**src/rtl/sbt_pkg.sv**
```systemverilog
package sbt_pkg;

  typedef enum logic [1:0] {
    ST_ARMED = 2'd0,
    ST_RUN   = 2'd1,
    ST_STOP  = 2'd2
  } sbt_state_t;

  localparam logic [1:0] MODE_OFF = 2'b00;
  localparam logic [1:0] MODE_ARB = 2'b10;

endpackage

```
**src/rtl/sbt_rx_sync.sv**
```systemverilog
module sbt_rx_sync #(
  parameter int STAGES = 2
) (
  input  logic clk,
  input  logic rst_n,
  input  logic line_i,
  output logic line_s_o,
  output logic fall_o,
  output logic rise_o
);

  logic [STAGES-1:0] chain_q;
  logic              prev_q;

  // metastability chain, idles high like a serial line
  genvar g;
  generate
    for (g = 0; g < STAGES; g++) begin : g_stage
      if (g == 0) begin : g_first
        always_ff @(posedge clk or negedge rst_n) begin
          if (!rst_n) chain_q[0] <= 1'b1;
          else        chain_q[0] <= line_i;
        end
      end else begin : g_next
        always_ff @(posedge clk or negedge rst_n) begin
          if (!rst_n) chain_q[g] <= 1'b1;
          else        chain_q[g] <= chain_q[g-1];
        end
      end
    end
  endgenerate

  always_ff @(posedge clk or negedge rst_n) begin
    if (!rst_n) prev_q <= 1'b1;
    else        prev_q <= chain_q[STAGES-1];
  end

  assign line_s_o = chain_q[STAGES-1];
  assign fall_o   = prev_q & ~chain_q[STAGES-1];
  assign rise_o   = ~prev_q & chain_q[STAGES-1];

endmodule

```
**src/rtl/sbt_rate.sv**
```systemverilog
module sbt_rate #(
  parameter int PRE_DIV = 2
) (
  input  logic clk,
  input  logic rst_n,
  input  logic bus_en_i,
  input  logic pre_en_i,
  input  logic sel_i,
  input  logic clr_i,
  output logic adv_o
);

  logic pre_adv;

  generate
    if (PRE_DIV <= 1) begin : g_direct
      assign pre_adv = pre_en_i;
    end else begin : g_div
      localparam int PW = $clog2(PRE_DIV);
      localparam logic [PW-1:0] PH_LAST = PW'(PRE_DIV - 1);
      logic [PW-1:0] ph_q;

      // phase restarts with every measurement so counts are repeatable
      always_ff @(posedge clk or negedge rst_n) begin
        if (!rst_n)        ph_q <= '0;
        else if (clr_i)    ph_q <= '0;
        else if (pre_en_i) ph_q <= (ph_q == PH_LAST) ? '0 : ph_q + 1'b1;
      end

      assign pre_adv = pre_en_i && (ph_q == PH_LAST);
    end
  endgenerate

  assign adv_o = sel_i ? pre_adv : bus_en_i;

endmodule

```
**src/rtl/sbt_core.sv**
```systemverilog
module sbt_core
  import sbt_pkg::*;
#(
  parameter int               CNT_W      = 9,
  parameter logic [CNT_W-1:0] ARB_PT_BUS = 'h38,
  parameter logic [CNT_W-1:0] ARB_PT_PRE = 'h08
) (
  input  logic             clk,
  input  logic             rst_n,
  input  logic [1:0]       mode_i,
  input  logic             sel_i,
  input  logic             wr_i,
  input  logic             txd_i,
  input  logic             rx_s_i,
  input  logic             rx_fall_i,
  input  logic             rx_rise_i,
  input  logic             adv_i,
  output logic             restart_o,
  output logic [CNT_W-1:0] cnt_o,
  output logic             run_o,
  output logic             fin_o,
  output logic             ovf_o,
  output logic             col_o
);

  localparam logic [CNT_W-1:0] CNT_MAX = '1;

  sbt_state_t       state_q;
  logic [CNT_W-1:0] cnt_q;
  logic             fin_q, ovf_q, col_q, tx_q;

  logic             off, arb, clear, tx_rise, start_ok, stop_ok, restart;
  logic [CNT_W-1:0] target;

  always_comb begin
    off      = (mode_i == MODE_OFF);
    arb      = (mode_i == MODE_ARB);
    clear    = wr_i | off;
    tx_rise  = txd_i & ~tx_q;
    start_ok = sel_i ? ~rx_s_i : rx_fall_i;
    stop_ok  = sel_i ? rx_rise_i : rx_fall_i;
    target   = sel_i ? ARB_PT_PRE : ARB_PT_BUS;
    restart  = !clear && (arb ? tx_rise : (state_q == ST_ARMED && start_ok));
  end

  always_ff @(posedge clk or negedge rst_n) begin
    if (!rst_n) tx_q <= 1'b0;
    else        tx_q <= txd_i;
  end

  always_ff @(posedge clk or negedge rst_n) begin
    if (!rst_n) begin
      state_q <= ST_ARMED;
      cnt_q   <= '0;
      fin_q   <= 1'b0;
      ovf_q   <= 1'b0;
      col_q   <= 1'b0;
    end else if (clear) begin
      state_q <= ST_ARMED;
      cnt_q   <= '0;
      fin_q   <= 1'b0;
      ovf_q   <= 1'b0;
      col_q   <= 1'b0;
    end else if (restart) begin
      state_q <= ST_RUN;
      cnt_q   <= '0;
      fin_q   <= 1'b0;
      ovf_q   <= 1'b0;
    end else if (state_q == ST_RUN) begin
      if (arb && cnt_q == target) begin
        // single static look at the line
        col_q   <= col_q | ~rx_s_i;
        state_q <= ST_STOP;
      end else if (!arb && stop_ok) begin
        fin_q   <= 1'b1;
        state_q <= ST_STOP;
      end else if (adv_i) begin
        if (cnt_q == CNT_MAX) begin
          ovf_q   <= 1'b1;
          state_q <= ST_STOP;
        end else begin
          cnt_q <= cnt_q + 1'b1;
        end
      end
    end
  end

  assign restart_o = restart | clear;
  assign cnt_o     = cnt_q;
  assign run_o     = (state_q == ST_RUN);
  assign fin_o     = fin_q;
  assign ovf_o     = ovf_q;
  assign col_o     = col_q;

endmodule

```
**src/rtl/serial_bit_timer.sv**
```systemverilog
module serial_bit_timer #(
  parameter int               CNT_W       = 9,
  parameter int               SYNC_STAGES = 2,
  parameter int               PRE_DIV     = 2,
  parameter logic [CNT_W-1:0] ARB_PT_BUS  = 'h38,
  parameter logic [CNT_W-1:0] ARB_PT_PRE  = 'h08
) (
  input  logic             clk,
  input  logic             rst_n,
  input  logic             rxd_i,
  input  logic             txd_i,
  input  logic             bus_div4_en_i,
  input  logic             presc_en_i,
  input  logic [1:0]       mode_i,
  input  logic             clk_sel_i,
  input  logic             ctrl_wr_i,
  output logic             cnt_msb_o,
  output logic [CNT_W-2:0] cnt_lsb_o,
  output logic             running_o,
  output logic             finished_o,
  output logic             overflow_o,
  output logic             collision_o
);

  logic             rx_s, rx_fall, rx_rise, adv, restart;
  logic [CNT_W-1:0] cnt;

  sbt_rx_sync #(.STAGES(SYNC_STAGES)) u_sync (
    .clk      (clk),
    .rst_n    (rst_n),
    .line_i   (rxd_i),
    .line_s_o (rx_s),
    .fall_o   (rx_fall),
    .rise_o   (rx_rise)
  );

  sbt_rate #(.PRE_DIV(PRE_DIV)) u_rate (
    .clk      (clk),
    .rst_n    (rst_n),
    .bus_en_i (bus_div4_en_i),
    .pre_en_i (presc_en_i),
    .sel_i    (clk_sel_i),
    .clr_i    (restart),
    .adv_o    (adv)
  );

  sbt_core #(
    .CNT_W      (CNT_W),
    .ARB_PT_BUS (ARB_PT_BUS),
    .ARB_PT_PRE (ARB_PT_PRE)
  ) u_core (
    .clk       (clk),
    .rst_n     (rst_n),
    .mode_i    (mode_i),
    .sel_i     (clk_sel_i),
    .wr_i      (ctrl_wr_i),
    .txd_i     (txd_i),
    .rx_s_i    (rx_s),
    .rx_fall_i (rx_fall),
    .rx_rise_i (rx_rise),
    .adv_i     (adv),
    .restart_o (restart),
    .cnt_o     (cnt),
    .run_o     (running_o),
    .fin_o     (finished_o),
    .ovf_o     (overflow_o),
    .col_o     (collision_o)
  );

  assign cnt_msb_o = cnt[CNT_W-1];
  assign cnt_lsb_o = cnt[CNT_W-2:0];

endmodule

```
**config.mk**
```make
export PLATFORM = sky130hd
export DESIGN_NAME = serial_bit_timer
export DESIGN_NICKNAME = d
export VERILOG_FILES = /design/src/rtl/sbt_pkg.sv /design/src/rtl/sbt_rx_sync.sv /design/src/rtl/sbt_rate.sv /design/src/rtl/sbt_core.sv /design/src/rtl/serial_bit_timer.sv
export SDC_FILE = /design/constraint.sdc
export NUM_CORES = 1
export LEC_CHECK = 0
export BUFFER_PORTS_ARGS = -buffer_cell sky130_fd_sc_hd__buf_2
export CAP_MARGIN = 20
export CORE_UTILIZATION = 47
export CTS_BUF_LIST = sky130_fd_sc_hd__clkbuf_8 sky130_fd_sc_hd__clkbuf_16
export CTS_CLUSTER_DIAMETER = 60
export DETAILED_ROUTE_END_ITERATION = 10
export PLACE_DENSITY = 0.71
export SLEW_MARGIN = 20
export SYNTH_ARGS = -nofsm -noshare
export SYNTH_HDL_FRONTEND = slang
export SYNTH_SLANG_ARGS = --single-unit
```
**constraint.sdc**
```tcl
create_clock -name clk -period 4.75 [get_ports clk]
set_input_delay 0.95 -clock clk [delete_from_list [all_inputs] [get_ports clk]]
set_output_delay 0.95 -clock clk [all_outputs]
set_load 0.02 [all_outputs]
```
==> results.tsv <==
metric	value	unit
Clock Skew	6.900	ps
TritonCTS Sinks	19	
Post-synth EDFFs	0	
total track usage	20.24	%
worst slew pin tran	735.2	ps
number of synthesized register bits	19	
Peak Freq	0.4199	GHz
# resized after CTS	0	
synthesized instance count	101	
# nets final	141	
Register-to-Register Path Depth	7	
final worst-path cycle share	50.14	%
cts-stage hold buffer count	0	
Setup crit end	u_core.cnt_o[7]	
synth warn	0	
Area growth, synth to finish	18.99	%
Setup crit start kind	flip-flop	
Post-CTS Setup Bufs	0	
Syn Nets	114	
ys flop type	dfrtp_1	
Comb power frac	9.9	%
clk_lat worst skew	250	ps
reg-to-reg endpoint	u_core.cnt_o[7]	
Power per Cell Area	253.7	nW/µm²
first-pass GRT wire length	3739	µm
wl on met1	1008	µm
Placer Congestion	0.8001	
fraction of registers with async set/reset	100.0	%
CTS tree	done	
endpoints failing hold	0	
Pre-Repair DR Iteration Count	4	
met2 routed WL	1038	µm
Core Util, Final	60.31	%
r2r setup slk	2370	ps
top routing layer in use	met4	
Vias/cell	5.558	
post-route minimum period	2382	ps
Die ar.	2349	µm²
crit path max fanout	6	
Switching Power	0.00007101	W
LEAKAGE	0.5714	nW
WL met3	64	µm
CTS Root Cell	clkbuf_8	
worst reg2reg startpoint	u_core.cnt_o[0]	
initial drt markers	32	
Power Internal	0.0002353	W
IO buf count	22	
CTS buffer count	3	
grt total ovfl	0	
status	finished clean	
Final HPWL DP	1544	µm
setup TNS	0	ps
ant diodes	0	
Max Root-Sink Buffers	2	
Routed WL	2133	µm
Die W	48.47	µm
Avg Inst Size Synth	10.05	µm²
number of fill cells in the layout	200	
WL per Instance	13.85	µm
Slew HR	50.53	%
CP endpoint kind	flip-flop	
Worst Path Required	4890	ps
largest net degree at the start of global routing	20	
core area	2002	µm²
Via Count	856	
clock transition at the registers of the reported paths	70	ps
ANT nets after route	0	
vias in the first global route	876	
register area share after synthesis	47.23	%
Hold Path Class	flip-flop to flip-flop	
critical path class	flip-flop to flip-flop	
Clk network pwr share	35.1	%
max-slew violations	0	
DRC violations left	0	
switching share of power	23.19	%
Total Power	0.0003063	W
die height	48.47	µm
synth unique cells	39	
max-cap viol count	0	
# IOs	23	
unrepaired setup endpoints after global routing	false	
Post-Syn Area	1015	µm²
H-tree depth	1	
floorplan row count	16	
Initial Util	50.69	%
Worst Setup SP	u_core.cnt_o[0]	
layout cell share with drive strength beyond 1	29.13	%
peak supply drop	0.0001815	V
CP Data Arrival Time	2520	ps
sequential share of power	55.0	%
initial antenna violation count	0	
Finish-stage setup viols	0	
[cells in the final DEF, fill, tap and decap left out, drive strengths merged, types with 2 or more instances in the layout]
master,Yosys,final
nor3b,2,2
and3,4,4
o21ai,3,3
nand4,2,2
nand3b,3,3
o311ai,2,2
nor2,15,15
dfstp,3,3
dfrtp,16,16
nand2,6,6
xnor2,4,4
and2b,3,3
buf,0,23
a21oi,8,8
inv,4,5
clkbuf,1,3
nand3,2,2
nor4b,3,3
ha,3,3
[flip-flops by register name (all words and copies together), names as in the netlist]
signal and cells:
u_core.cnt_o 9, u_core.state_q 2, u_core.col_o 1, u_core.fin_o 1, u_core.ovf_o 1, u_core.tx_q 1
u_rate.g_div.ph_q 1, u_sync.chain_q 1, u_sync.line_s_o 1, u_sync.prev_q 1
[layer usage]
| metal | track usage [%] | vias up |
|---|---|---|
| met5 | 0 | - |
| met1 | 26.02 | 419 |
| met4 | 5.392 | 0 |
| met2 | 35.68 | 18 |
| met3 | 2.830 | 4 |
| li1 | - | 415 |
[worst min path at each step]
stage / cells past startpoint / slack, ps / start / to
floorplan: 0 / 350 / u_sync.chain_q[0] / u_sync.line_s_o
global placement: 0 / 350 / u_sync.chain_q[0] / u_sync.line_s_o
detailed placement: 0 / 350 / u_sync.chain_q[0] / u_sync.line_s_o
CTS: 0 / 360 / u_sync.chain_q[0] / u_sync.line_s_o
global route: 0 / 360 / u_sync.chain_q[0] / u_sync.line_s_o
finish: 0 / 360 / u_sync.chain_q[0] / u_sync.line_s_o
[cells in the mapped netlist, types with 2 or more instances]
master     n  area, µm²
ha_1       3      37.54
nand3b_1   3      22.52
dfstp_2    3      78.83
inv_1      4      15.01
xnor2_1    4      35.03
nor3b_1    2      15.01
nand3_1    2      10.01
nor2_1    15      56.30
and3_1     4      25.02
nand4_1    2      12.51
nand2_1    6      22.52
a21oi_1    7      35.03
and2b_1    3      22.52
o21ai_0    2      10.01
dfrtp_1   16      400.4
nor4b_1    2      17.52
[metrics by stage]
stage / instances / hold WS, ps / instance area (µm²) / worst slack (ps)
after floorplan: 101 / 345.2 / 1015 / 2442
after global placement: 150 / 348.5 / 1162 / 2260
after detailed placement: 150 / 347.8 / 1162 / 2190
after CTS: 154 / 362.6 / 1207 / 2376
after global routing: 154 / 364.2 / 1207 / 2181
final: 154 / 358.6 / 1207 / 2368
[final cells by class]
class | count | area, µm² | share of cell area, %
clock buffers | 3 | 41.29 | 3.420
well taps | 27 | 33.78 | 2.798
repair buffers | 23 | 117.6 | 9.741
flip-flops and latches | 19 | 479.2 | 39.69
clock inverters | 1 | 3.754 | 0.3109
inverters | 4 | 15.01 | 1.244
multi-input cells | 77 | 516.7 | 42.80
[worst max-delay path, stage by stage, from the launching register on]
cell	delay, ps
dfrtp_1	430
ha_1	230
and3_1	200
and3_1	160
ha_1	260
nor4_1	690
a31o_2	250
a21oi_1	50
[power by group through the flow]
stage | Sequential, W | Combinational [W] | Clock, W
finish | 0.000168 | 0.0000303 | 0.000108
global route | 0.000169 | 0.0000333 | 0.000122
CTS | 0.000168 | 0.0000306 | 0.000112
detailed placement | 0.000171 | 0.0000304 | 0
global placement | 0.000171 | 0.0000299 | 0
floorplan | 0.000171 | 0.0000170 | 0
[logic make-up after synthesis]
logic type               share of synthesized area, %
buffers and inverters                           1.849
flip-flops                                      47.23
AND/OR/NAND/NOR                                 28.24
XOR/XNOR                                        3.452
adder cells (fa/ha/maj)                         3.700
AO/OA/AOI/OAI                                   15.54
(Power assumes the default switching activity.)
